[config.mk]
export PLATFORM = sky130hd
export DESIGN_NAME = wsmul
export DESIGN_NICKNAME = d
export VERILOG_FILES = /design/src/rtl/wsmul_pkg.sv /design/src/rtl/wsmul_mulpipe.sv /design/src/rtl/wsmul_window.sv /design/src/rtl/wsmul.sv
export SDC_FILE = /design/constraint.sdc
export NUM_CORES = 2
export LEC_CHECK = 0
export BUFFER_PORTS_ARGS = -buffer_cell sky130_fd_sc_hd__buf_2
export CORE_AREA = 2 2 335 337
export CTS_CLUSTER_DIAMETER = 200
export DETAILED_ROUTE_END_ITERATION = 7
export DIE_AREA = 0 0 337 339
export PLACE_DENSITY = 0.81
export SLEW_MARGIN = 20
export SYNTH_ARGS = -nofsm -noshare
export SYNTH_HDL_FRONTEND = slang
export SYNTH_SLANG_ARGS = --single-unit
[constraint.sdc]
create_clock -name clk -period 20.7 [get_ports clk]
set_input_delay 3.105 -clock clk [delete_from_list [all_inputs] [get_ports clk]]
set_output_delay 3.105 -clock clk [all_outputs]
set_load 0.005 [all_outputs]
[src/rtl/wsmul_pkg.sv]
package wsmul_pkg;
  localparam int WORD_W = 32;
  typedef logic [WORD_W-1:0]   word_t;
  typedef logic [2*WORD_W-1:0] dword_t;
  typedef enum logic [2:0] {
    S_IDLE, S_LDX, S_MUL, S_WAIT, S_SHIFT, S_DRAIN, S_DONE
  } st_e;
endpackage

[src/rtl/wsmul_mulpipe.sv]
module wsmul_mulpipe
  import wsmul_pkg::*;
#(
  parameter int TAG_W = 4
) (
  input  logic             clk,
  input  logic             rst_n,
  input  logic             in_v,
  input  word_t            in_a,
  input  word_t            in_b,
  input  logic [TAG_W-1:0] in_tag,
  output logic             out_v,
  output dword_t           out_p,
  output logic [TAG_W-1:0] out_tag
);
  logic             v1_q, v2_q;
  dword_t           p1_q, p2_q;
  logic [TAG_W-1:0] t1_q, t2_q;

  // valid bits carry the reset; data stages only load when enabled
  always_ff @(posedge clk or negedge rst_n) begin
    if (!rst_n) begin
      v1_q <= 1'b0;
      v2_q <= 1'b0;
    end else begin
      v1_q <= in_v;
      v2_q <= v1_q;
    end
  end

  always_ff @(posedge clk) begin
    if (in_v) begin
      p1_q <= dword_t'(in_a) * dword_t'(in_b);
      t1_q <= in_tag;
    end
    if (v1_q) begin
      p2_q <= p1_q;
      t2_q <= t1_q;
    end
  end

  assign out_v   = v2_q;
  assign out_p   = p2_q;
  assign out_tag = t2_q;

  // product arrives two cycles after issue and matches the operands
  p_mul_latency_r2: assert property (@(posedge clk) disable iff (!rst_n)
    in_v |=> ##1 out_v);
  p_mul_value_r2: assert property (@(posedge clk) disable iff (!rst_n)
    out_v |-> out_p == dword_t'($past(in_a, 2)) * dword_t'($past(in_b, 2)));
endmodule

[src/rtl/wsmul_window.sv]
module wsmul_window
  import wsmul_pkg::*;
#(
  parameter int NWORDS = 4,
  parameter int AW     = $clog2(NWORDS)
) (
  input  logic          clk,
  input  logic          rst_n,
  input  logic          clr,
  input  logic          add_en,
  input  logic [AW-1:0] add_off,
  input  dword_t        add_p,
  input  logic          add_first,
  input  logic          add_last,
  input  logic          shift_en,
  output word_t         low_word
);
  localparam int TOP = NWORDS;

  word_t         win_q [0:TOP];
  word_t         win_d [0:TOP];
  logic          carry_q, carry_d;
  logic [2*WORD_W:0] sum;
  int            off;

  always_comb begin
    off = int'(add_off);
    sum = {1'b0, win_q[off+1], win_q[off]} + {1'b0, add_p}
        + (2*WORD_W+1)'(add_first ? 1'b0 : carry_q);
    for (int k = 0; k <= TOP; k++) win_d[k] = win_q[k];
    carry_d = carry_q;
    if (clr) begin
      for (int k = 0; k <= TOP; k++) win_d[k] = '0;
      carry_d = 1'b0;
    end else if (add_en) begin
      win_d[off]   = sum[WORD_W-1:0];
      win_d[off+1] = sum[2*WORD_W-1:WORD_W];
      carry_d      = sum[2*WORD_W];
      // a half-pass ending below the top word hands its carry to the top word
      if (add_last && (off + 2 <= TOP))
        win_d[off+2] = win_q[off+2] + word_t'(sum[2*WORD_W]);
    end else if (shift_en) begin
      for (int k = 0; k < TOP; k++) win_d[k] = win_q[k+1];
      win_d[TOP] = '0;
    end
  end

  always_ff @(posedge clk or negedge rst_n) begin
    if (!rst_n) begin
      for (int k = 0; k <= TOP; k++) win_q[k] <= '0;
      carry_q <= 1'b0;
    end else begin
      for (int k = 0; k <= TOP; k++) win_q[k] <= win_d[k];
      carry_q <= carry_d;
    end
  end

  assign low_word = win_q[0];

  // the pair reaching the top word never carries out
  p_top_no_carry_r8: assert property (@(posedge clk) disable iff (!rst_n)
    (add_en && !clr && (int'(add_off) == TOP - 1)) |-> !sum[2*WORD_W]);
  // a slide always clears the top word
  p_shift_fill_r3: assert property (@(posedge clk) disable iff (!rst_n)
    (shift_en && !add_en && !clr) |=> win_q[TOP] == '0);
endmodule

[src/rtl/wsmul.sv]
module wsmul
  import wsmul_pkg::*;
#(
  parameter int NWORDS = 4,
  parameter int AW     = $clog2(NWORDS),
  parameter int IW     = $clog2(2*NWORDS)
) (
  input  logic          clk,
  input  logic          rst_n,
  input  logic          start,
  output logic          busy,
  output logic          done,
  output logic [AW-1:0] x_rd_addr,
  input  logic [31:0]   x_rd_data,
  output logic [AW-1:0] y_rd_addr,
  input  logic [31:0]   y_rd_data,
  output logic          r_we,
  output logic [IW-1:0] r_idx,
  output logic [31:0]   r_data
);
  localparam int             HALF     = (NWORDS + 1) / 2;
  localparam int             TAG_W    = AW + 3;
  localparam logic [AW-1:0]  CNT_LAST = AW'(NWORDS - 1);
  localparam logic [AW-1:0]  CNT_HALF = AW'(HALF);

  st_e           st_q, st_d;
  logic [AW-1:0] cnt_q, cnt_d, step_q, step_d;
  word_t         xr [0:NWORDS-1];
  logic          x_we, iss_v, win_clr, shift_en;
  logic [AW-1:0] iss_j;
  logic          iss_first, iss_last, iss_fin;
  logic          mp_v;
  dword_t        mp_p;
  logic [TAG_W-1:0] mp_tag;
  word_t         low_word;

  // issue order: even words first, then odd words
  always_comb begin
    if (cnt_q < CNT_HALF) iss_j = AW'({cnt_q, 1'b0});
    else                  iss_j = AW'({cnt_q - CNT_HALF, 1'b1});
    iss_first = (cnt_q == '0) || (cnt_q == CNT_HALF);
    iss_last  = (cnt_q == CNT_HALF - 1'b1) || (cnt_q == CNT_LAST);
    iss_fin   = (cnt_q == CNT_LAST);
  end

  always_comb begin
    st_d     = st_q;
    cnt_d    = cnt_q;
    step_d   = step_q;
    x_we     = 1'b0;
    iss_v    = 1'b0;
    win_clr  = 1'b0;
    shift_en = 1'b0;
    unique case (st_q)
      S_IDLE: if (start) begin
        st_d    = S_LDX;
        cnt_d   = '0;
        win_clr = 1'b1;
      end
      S_LDX: begin
        x_we = 1'b1;
        if (cnt_q == CNT_LAST) begin
          st_d   = S_MUL;
          cnt_d  = '0;
          step_d = '0;
        end else cnt_d = cnt_q + 1'b1;
      end
      S_MUL: begin
        iss_v = 1'b1;
        if (cnt_q == CNT_LAST) begin
          st_d  = S_WAIT;
          cnt_d = '0;
        end else cnt_d = cnt_q + 1'b1;
      end
      S_WAIT: if (mp_v && mp_tag[0]) st_d = S_SHIFT;
      S_SHIFT: begin
        shift_en = 1'b1;
        if (step_q == CNT_LAST) begin
          st_d  = S_DRAIN;
          cnt_d = '0;
        end else begin
          st_d   = S_MUL;
          step_d = step_q + 1'b1;
        end
      end
      S_DRAIN: begin
        shift_en = 1'b1;
        if (cnt_q == CNT_LAST) st_d = S_DONE;
        else                   cnt_d = cnt_q + 1'b1;
      end
      S_DONE:  st_d = S_IDLE;
      default: st_d = S_IDLE;
    endcase
  end

  always_ff @(posedge clk or negedge rst_n) begin
    if (!rst_n) begin
      st_q   <= S_IDLE;
      cnt_q  <= '0;
      step_q <= '0;
    end else begin
      st_q   <= st_d;
      cnt_q  <= cnt_d;
      step_q <= step_d;
    end
  end

  always_ff @(posedge clk) begin
    if (x_we) xr[cnt_q] <= x_rd_data;
  end

  wsmul_mulpipe #(.TAG_W(TAG_W)) mul_i (
    .clk     (clk),
    .rst_n   (rst_n),
    .in_v    (iss_v),
    .in_a    (xr[iss_j]),
    .in_b    (y_rd_data),
    .in_tag  ({iss_j, iss_first, iss_last, iss_fin}),
    .out_v   (mp_v),
    .out_p   (mp_p),
    .out_tag (mp_tag)
  );

  wsmul_window #(.NWORDS(NWORDS), .AW(AW)) win_i (
    .clk       (clk),
    .rst_n     (rst_n),
    .clr       (win_clr),
    .add_en    (mp_v),
    .add_off   (mp_tag[TAG_W-1:3]),
    .add_p     (mp_p),
    .add_first (mp_tag[2]),
    .add_last  (mp_tag[1]),
    .shift_en  (shift_en),
    .low_word  (low_word)
  );

  assign x_rd_addr = cnt_q;
  assign y_rd_addr = step_q;
  assign busy      = (st_q != S_IDLE);
  assign done      = (st_q == S_DONE);
  assign r_we      = (st_q == S_SHIFT) || (st_q == S_DRAIN);
  assign r_idx     = (st_q == S_SHIFT) ? IW'(step_q) : IW'(NWORDS) + IW'(cnt_q);
  assign r_data    = low_word;

  // done lasts one cycle and returns the block to idle
  p_done_pulse_r5: assert property (@(posedge clk) disable iff (!rst_n)
    done |=> !done);
  p_idle_after_done_r5: assert property (@(posedge clk) disable iff (!rst_n)
    done |=> !busy);
  // back-to-back writes step the index by one
  p_write_order_r3: assert property (@(posedge clk) disable iff (!rst_n)
    (r_we && $past(r_we)) |-> r_idx == $past(r_idx) + 1'b1);
  // a start seen mid-run never re-enters the load phase
  p_start_ignored_r6: assert property (@(posedge clk) disable iff (!rst_n)
    (start && st_q != S_IDLE && st_q != S_LDX) |=> st_q != S_LDX);
endmodule

==> Yosys cells after proc, flatten, opt, wreduce, memory -nomap -nowiden <==
Memory sizes are Yosys's and may differ from the RTL's.
Cells that the tools add are included.
{ "classes": {"addsub": 9, "n_mul": 1, "order_cmp": 8, "eq_ne": 18, "n_mux": 49, "bitwise_logic": 3, "n_reduce_logical": 20} }
{ "op_table": {"columns": ["cell", "count"], "rows": [
  ["160-bit two-way mux", 4],
  ["160-bit bitwise mux", 3],
  ["32-bit binary-select mux with 3-bit select", 3],
  ["32-bit demux with 3-bit select", 3],
  ["32-bit two-way mux", 9],
  ["32-bit by 4-bit greater-or-equal comparator with 1-bit output (second input constant)", 3],
  ["32-bit by 1-bit < comparator with 1-bit output (second input constant)", 3],
  ["64-bit by 64-bit adder with 65-bit output", 1],
  ["65-bit adder", 1],
  ["32-bit by 32-bit multiplier with 64-bit output", 1],
  ["32-bit inverter", 2],
  ["32-bit by 1-bit adder with 32-bit output", 1],
  ["32-bit by 4-bit less-or-equal comparator with 1-bit output (second input constant)", 1],
  ["2-bit inverter with 32-bit output", 1],
  ["3-bit two-way mux", 7],
  ["3-bit one-hot mux with 6 select lines", 1],
  ["2-bit != test (second input constant)", 8],
  ["2-bit two-way mux", 7],
  ["1-bit two-way mux", 10],
  ["3-bit == test (second input constant)", 3],
  ["2-bit one-hot mux with 4 select lines", 1],
  ["2-bit == test (second input constant)", 3],
  ["3-bit by 2-bit == test with 1-bit output (second input constant)", 2],
  ["3-bit nonzero test", 2],
  ["other kinds (19)", 28]
]} }
{ "word_totals": {"reg_bits": 308, "ram_bits": 128, "input_bits": 67, "output_inout_bits": 42, "elab_cells": 124, "memories": 1} }
{ "memory_table": {"columns": ["memory", "depth", "width", "rd", "rd_clocked_by_memory_dff", "write_ports", "line", "rtl"], "rows": [
  ["xr", 4, 32, 1, 0, 1, "wsmul.sv:28", "word_t xr [0:NWORDS-1];"]
]} }

==> Logic depth before layout (Yosys ltp) <==
{ "logic_depth": {"depth_word": 13, "ltp_mapped": 34, "depth_no_buf": 27} }

==> Hierarchy <==
A second synthesis with hierarchy kept.
{ "unflattened": {"cells_unflattened": 6329, "hier_area_um2": 60653.2} }
{ "by_module_without_submodules": {"columns": ["mod", "instances", "cells_per_inst", "area_each_um2", "seq_area_each_um2"], "rows": [
  ["wsmul_mulpipe", 1, 3865, 37793.7, 4194.0],
  ["wsmul_window", 1, 2230, 17656.9, 4028.9],
  ["wsmul", 1, 234, 5202.5, 4018.9]
]} }

==> Least setup slack after synthesis <==
OpenSTA, ideal clock, no wires.
{ "synth_timing": {"path_type": "input to register", "startpoint": "input y_rd_data[5]", "endpoint": "register mul_i.p1_q[53], data pin", "setup_time_ns": 0.265, "arrival_time_ns": 9.792, "t_required_ns": 20.435, "path_slack_ns": 10.643, "path_stages": 25, "n_path_buf": 1, "path_cell_list": "clkbuf_1 > and2_1 > fa_1 > fa_1 > fa_1 > inv_1 > fa_1 > inv_1 > fa_1 > inv_1 > fa_1 > inv_1 > fa_1 > fa_1 > ha_1 > a211oi_1 > o21ai_0 > nor4b_1 > or2_2 > o211a_1 > a41o_1 > nor3b_1 > o22ai_1 > o21ai_0 > xor2_1"} }
{ "synth_via": {"elab_chain_len": 1} }
{ "synth_lines": {"columns": ["item", "line", "rtl"], "rows": [
  ["from (decl)", "wsmul.sv:16", "input logic [31:0] y_rd_data,"],
  ["32-bit by 32-bit multiplier with 64-bit output", "wsmul_mulpipe.sv:33", "p1_q <= dword_t'(in_a) * dword_t'(in_b);"],
  ["to (signal assigned)", "wsmul_mulpipe.sv:33", null],
  ["to (decl)", "wsmul_mulpipe.sv:17", "dword_t p1_q, p2_q;"]
]} }
No other way between the ends.
A chain may end at the register's enable or synchronous reset.

==> Worst setup path after layout <==
{ "layout_timing": {"startpoint": "input y_rd_data[14]", "endpoint": "register mul_i.p1_q[57], data pin"} }
Same word-level chain as after synthesis.

==> impl_metrics.sql <==
INSERT INTO impl_metrics (metric_group, metric, value, unit) VALUES
('status', 'outcome', 'finished, violations left', ''),
('status', 'violations', 'design-rule violations', ''),
('layout', 'drive_gt1_frac', '0.0657', ''),
('layout', 'postLayoutCoreUtil', '0.564', ''),
('setup_path', 'setup.worst_path.end_class', 'register', ''),
('synthesis', 'synth_edf_count', '266', ''),
('route', 'route.detailed.vias_per_inst', '6.25', ''),
('synthesis', 'ys_top_cells_by_area', 'sky130_fd_sc_hd__fa_1 (30%), sky130_fd_sc_hd__edfxtp_1 (13%), sky130_fd_sc_hd__dfrtp_1 (7.2%), sky130_fd_sc_hd__ha_1 (7.1%), sky130_fd_sc_hd__and2_1 (6.6%)', ''),
('sta', 'maxSlewHeadroom', '0.109', ''),
('synthesis', 'netlist_instances', '6123', ''),
('sta', 'report.final.hold_viol_count', '0', ''),
('flow_run', 'maxCapViolCount', '0', ''),
('layout', 'number_of_fill_cells_in_the_layout', '9189', ''),
('clock_tree', 'quantity_of_hold_fixing_buffers_added_after_cts', '0', ''),
('clock_tree', 'cts-resized-gates', '0', ''),
('synthesis', 'postSynthNetCount', '7426', ''),
('sta', 'report.final.setup_viol', '0', ''),
('synthesis', 'synth_fa_ha_area_frac', '0.375', ''),
('route', 'number_of_drc_violations_after_detailed_routing', '1', ''),
('route', 'firstDrtPassIters', '8', ''),
('grt', 'antenna_found_initial', '11', ''),
('floorplanning', 'die_height', '339', 'um'),
('setup_path', 'critical-path-max-stage-delay', '0.66', 'ns'),
('floorplanning', 'die_w', '337', 'um'),
('clock_tree', 'clock_tree_from_tritoncts', 'yes', ''),
('grt', 'grt_max_degree', '73', ''),
('synthesis', 'avgSynthCellArea', '9.68', 'um^2'),
('floorplanning', 'fp-row-count', '122', ''),
('sta', 'slew_violations', '0', ''),
('setup_path', 'crit_top_cell', 'sky130_fd_sc_hd__fa_1', ''),
('worst_hold_path', 'worst_hold_path.num_cells', '0', ''),
('setup_path', 'required', '21.12', 'ns'),
('synthesis', 'yosys.area.top_type_share', '0.303', ''),
('setup_path', 'critical_path_s_slowest_cell', 'sky130_fd_sc_hd__nor4_1', ''),
('clock_tree', 'number_of_h_tree_levels', '2', ''),
('worst_hold_path', 'worst_min_delay_path_category', 'register to register', ''),
('setup_path', 'critical_path_peak_fanout', '32', ''),
('placement', 'portBuffers', '108', ''),
('clock_tree', 'path_clk_slew', '0.06', 'ns'),
('setup_path', 'endpoint_of_the_worst_register_to_register_path', 'mul_i.p1_q[57]$_DFFE_PP_', ''),
('worst_hold_path', 'timing.hold.worst_endpoint', 'mul_i.out_p[12]$_DFFE_PP_', ''),
('clock_tree', 'postCtsSetupBuffers', '0', ''),
('sta', 'max_clock_freq', '0.0946', 'GHz'),
('synthesis', 'post_synth_and_or_nand_nor_area_fraction', '0.151', ''),
('setup_path', 'cp-start-kind', 'input port', ''),
('floorplanning', 'design.die.area', '114000', 'um^2'),
('synthesis', 'warnings_synthesis', '0', ''),
('route', 'dr.first_iter.drc_count', '5540', ''),
('clock_tree', 'clkLatencyLatePin', '0.68', 'ns'),
('clock_tree', 'cts.path.max_buffers', '3', ''),
('placement', 'globalplace.congestion', '1.03', ''),
('setup_path', 'crit_type', 'input port to register', ''),
('clock_tree', 'cts-buffers-inserted', '49', ''),
('synthesis', 'synth_compound_area_frac', '0.116', ''),
('layout', 'mostFrequentLayoutCell', 'sky130_fd_sc_hd__inv_1', ''),
('grt', 'first_pass_grt_wire_length', '284000', 'um'),
('synthesis', 'post_synth_mux_area_share', '0.0442', ''),
('synthesis', 'post_synth_xor_area_fraction', '0.0226', ''),
('placement', 'hpwl_dp', '135000', 'um'),
('grt', 'global_route.usage.total', '0.325', ''),
('synthesis', 'yosys.cell_types.count', '103', ''),
('synthesis', 'ys_ff_latch', '436', ''),
('setup_path', 'r2r_slack', '11.01', 'ns'),
('layout', 'number_of_nets_in_the_layout', '7233', ''),
('route', 'detail_route.wl_per_cell', '24.8', 'um'),
('worst_hold_path', 'hold_path_startpoint', 'mul_i.p1_q[12]$_DFFE_PP_', ''),
('sta', 'finClkSkew', '0.0525', 'ns'),
('sta', 'post-route-period-util', '0.511', ''),
('floorplanning', 'start_util', '0.537', ''),
('route', 'route.antenna.remaining_nets', '0', ''),
('sta', 'setup-tns-final', '0', 'ns');
[synth_stat cells (8+ instances only)]
master and instances:
sky130_fd_sc_hd__a211o_1 14, sky130_fd_sc_hd__a211oi_1 51, sky130_fd_sc_hd__a21o_1 76, sky130_fd_sc_hd__a21oi_1 315, sky130_fd_sc_hd__a221o_1 20, sky130_fd_sc_hd__a221oi_1 44
sky130_fd_sc_hd__a22o_1 39, sky130_fd_sc_hd__a22oi_1 22, sky130_fd_sc_hd__a311oi_1 8, sky130_fd_sc_hd__a31oi_1 16, sky130_fd_sc_hd__and2_1 629, sky130_fd_sc_hd__and3_1 36
sky130_fd_sc_hd__and4_1 8, sky130_fd_sc_hd__buf_1 16, sky130_fd_sc_hd__buf_2 13, sky130_fd_sc_hd__buf_4 32, sky130_fd_sc_hd__clkbuf_1 334, sky130_fd_sc_hd__dfrtp_1 170
sky130_fd_sc_hd__edfxtp_1 266, sky130_fd_sc_hd__fa_1 898, sky130_fd_sc_hd__ha_1 338, sky130_fd_sc_hd__inv_1 899, sky130_fd_sc_hd__mux2_2 28, sky130_fd_sc_hd__mux2i_1 86
sky130_fd_sc_hd__mux4_2 64, sky130_fd_sc_hd__nand2_1 706, sky130_fd_sc_hd__nand2b_1 12, sky130_fd_sc_hd__nand3_1 38, sky130_fd_sc_hd__nand4_1 31, sky130_fd_sc_hd__nor2_1 173
sky130_fd_sc_hd__nor2b_1 55, sky130_fd_sc_hd__nor3_1 30, sky130_fd_sc_hd__nor4_1 8, sky130_fd_sc_hd__o211ai_1 19, sky130_fd_sc_hd__o21a_1 17, sky130_fd_sc_hd__o21ai_0 205
sky130_fd_sc_hd__o21ai_1 17, sky130_fd_sc_hd__o21bai_1 23, sky130_fd_sc_hd__o221ai_1 32, sky130_fd_sc_hd__o22ai_1 30, sky130_fd_sc_hd__o2bb2ai_1 11, sky130_fd_sc_hd__o31ai_1 9
sky130_fd_sc_hd__or2_2 11, sky130_fd_sc_hd__xnor2_1 94, sky130_fd_sc_hd__xor2_1 55
[sequential cells by signal (all words and copies together), names as in the netlist]
register and count:
win_i.win_q 128, xr 128, mul_i.out_p 64, mul_i.p1_q 64, win_i.low_word 32, mul_i.out_tag 5
mul_i.t1_q 5, st_q 3, x_rd_addr 2, y_rd_addr 2, mul_i.out_v 1, mul_i.v1_q 1
win_i.carry_q 1
[final cells by class]
| cell class | count | area [um^2] | share of cell area |
|---|---|---|---|
| flip-flops and latches | 436 | 12200 | 0.197 |
| diodes | 8 | 20.0 | 0.000322 |
| clock buffers | 56 | 1250 | 0.0201 |
| inverters | 904 | 3390 | 0.0545 |
| repair buffers | 157 | 915 | 0.0147 |
| well taps | 1488 | 1860 | 0.0299 |
| clock inverters | 36 | 497 | 0.00799 |
| multi-input cells | 4382 | 42000 | 0.676 |
[kinds of logic after synthesis]
family                   after synthesis
adder cells (fa/ha/maj)             1236
XOR/XNOR                             151
multiplexers                         178
flip-flops                           436
AND/OR/NAND/NOR                     1774
AO/OA/AOI/OAI                       1043
buffers and inverters               1305
[per-stage QoR]
step	cells	instance area, um^2	hold WS, ns	worst slack [ns]
finish	7467	62200	0.401	10.12
global route	7462	62200	0.425	9.91
CTS	7459	62200	0.415	10.32
global placement	7367	60400	0.401	9.82
floorplan	6123	59300	0.400	10.64
detailed placement	7367	60400	0.405	9.62
[critical path, delay by kind of cell]
| family | cells | cell delay (ns) |
|---|---|---|
| buffers and inverters | 6 | 0.87 |
| adder cells (fa/ha/maj) | 9 | 4.51 |
| AND/OR/NAND/NOR | 5 | 1.35 |
| XOR/XNOR | 1 | 0.12 |
| AO/OA/AOI/OAI | 5 | 1.04 |
[routing by layer]
layer / GRT usage / routed length [um]
met3: 0.102 / 22300
met2: 0.503 / 83100
met1: 0.409 / 68200
met5: 0 / 80
met4: 0.169 / 11300
[how the worst max path moves through the flow]
stage / from / endpoint / slack, ns / cells past startpoint
after floorplan: y_rd_data[5] / mul_i.p1_q[53]$_DFFE_PP_ / 10.64 / 25
after global placement: y_rd_data[14] / mul_i.p1_q[57]$_DFFE_PP_ / 9.82 / 26
after global routing: y_rd_data[14] / mul_i.p1_q[63]$_DFFE_PP_ / 9.91 / 26
after CTS: y_rd_data[14] / mul_i.p1_q[57]$_DFFE_PP_ / 10.32 / 26
after detailed placement: y_rd_data[14] / mul_i.p1_q[57]$_DFFE_PP_ / 9.62 / 26
final: y_rd_data[14] / mul_i.p1_q[57]$_DFFE_PP_ / 10.12 / 26
Power is not shown: default switching activity piles up to over one toggle a cycle in this logic, so the estimate is an artifact.
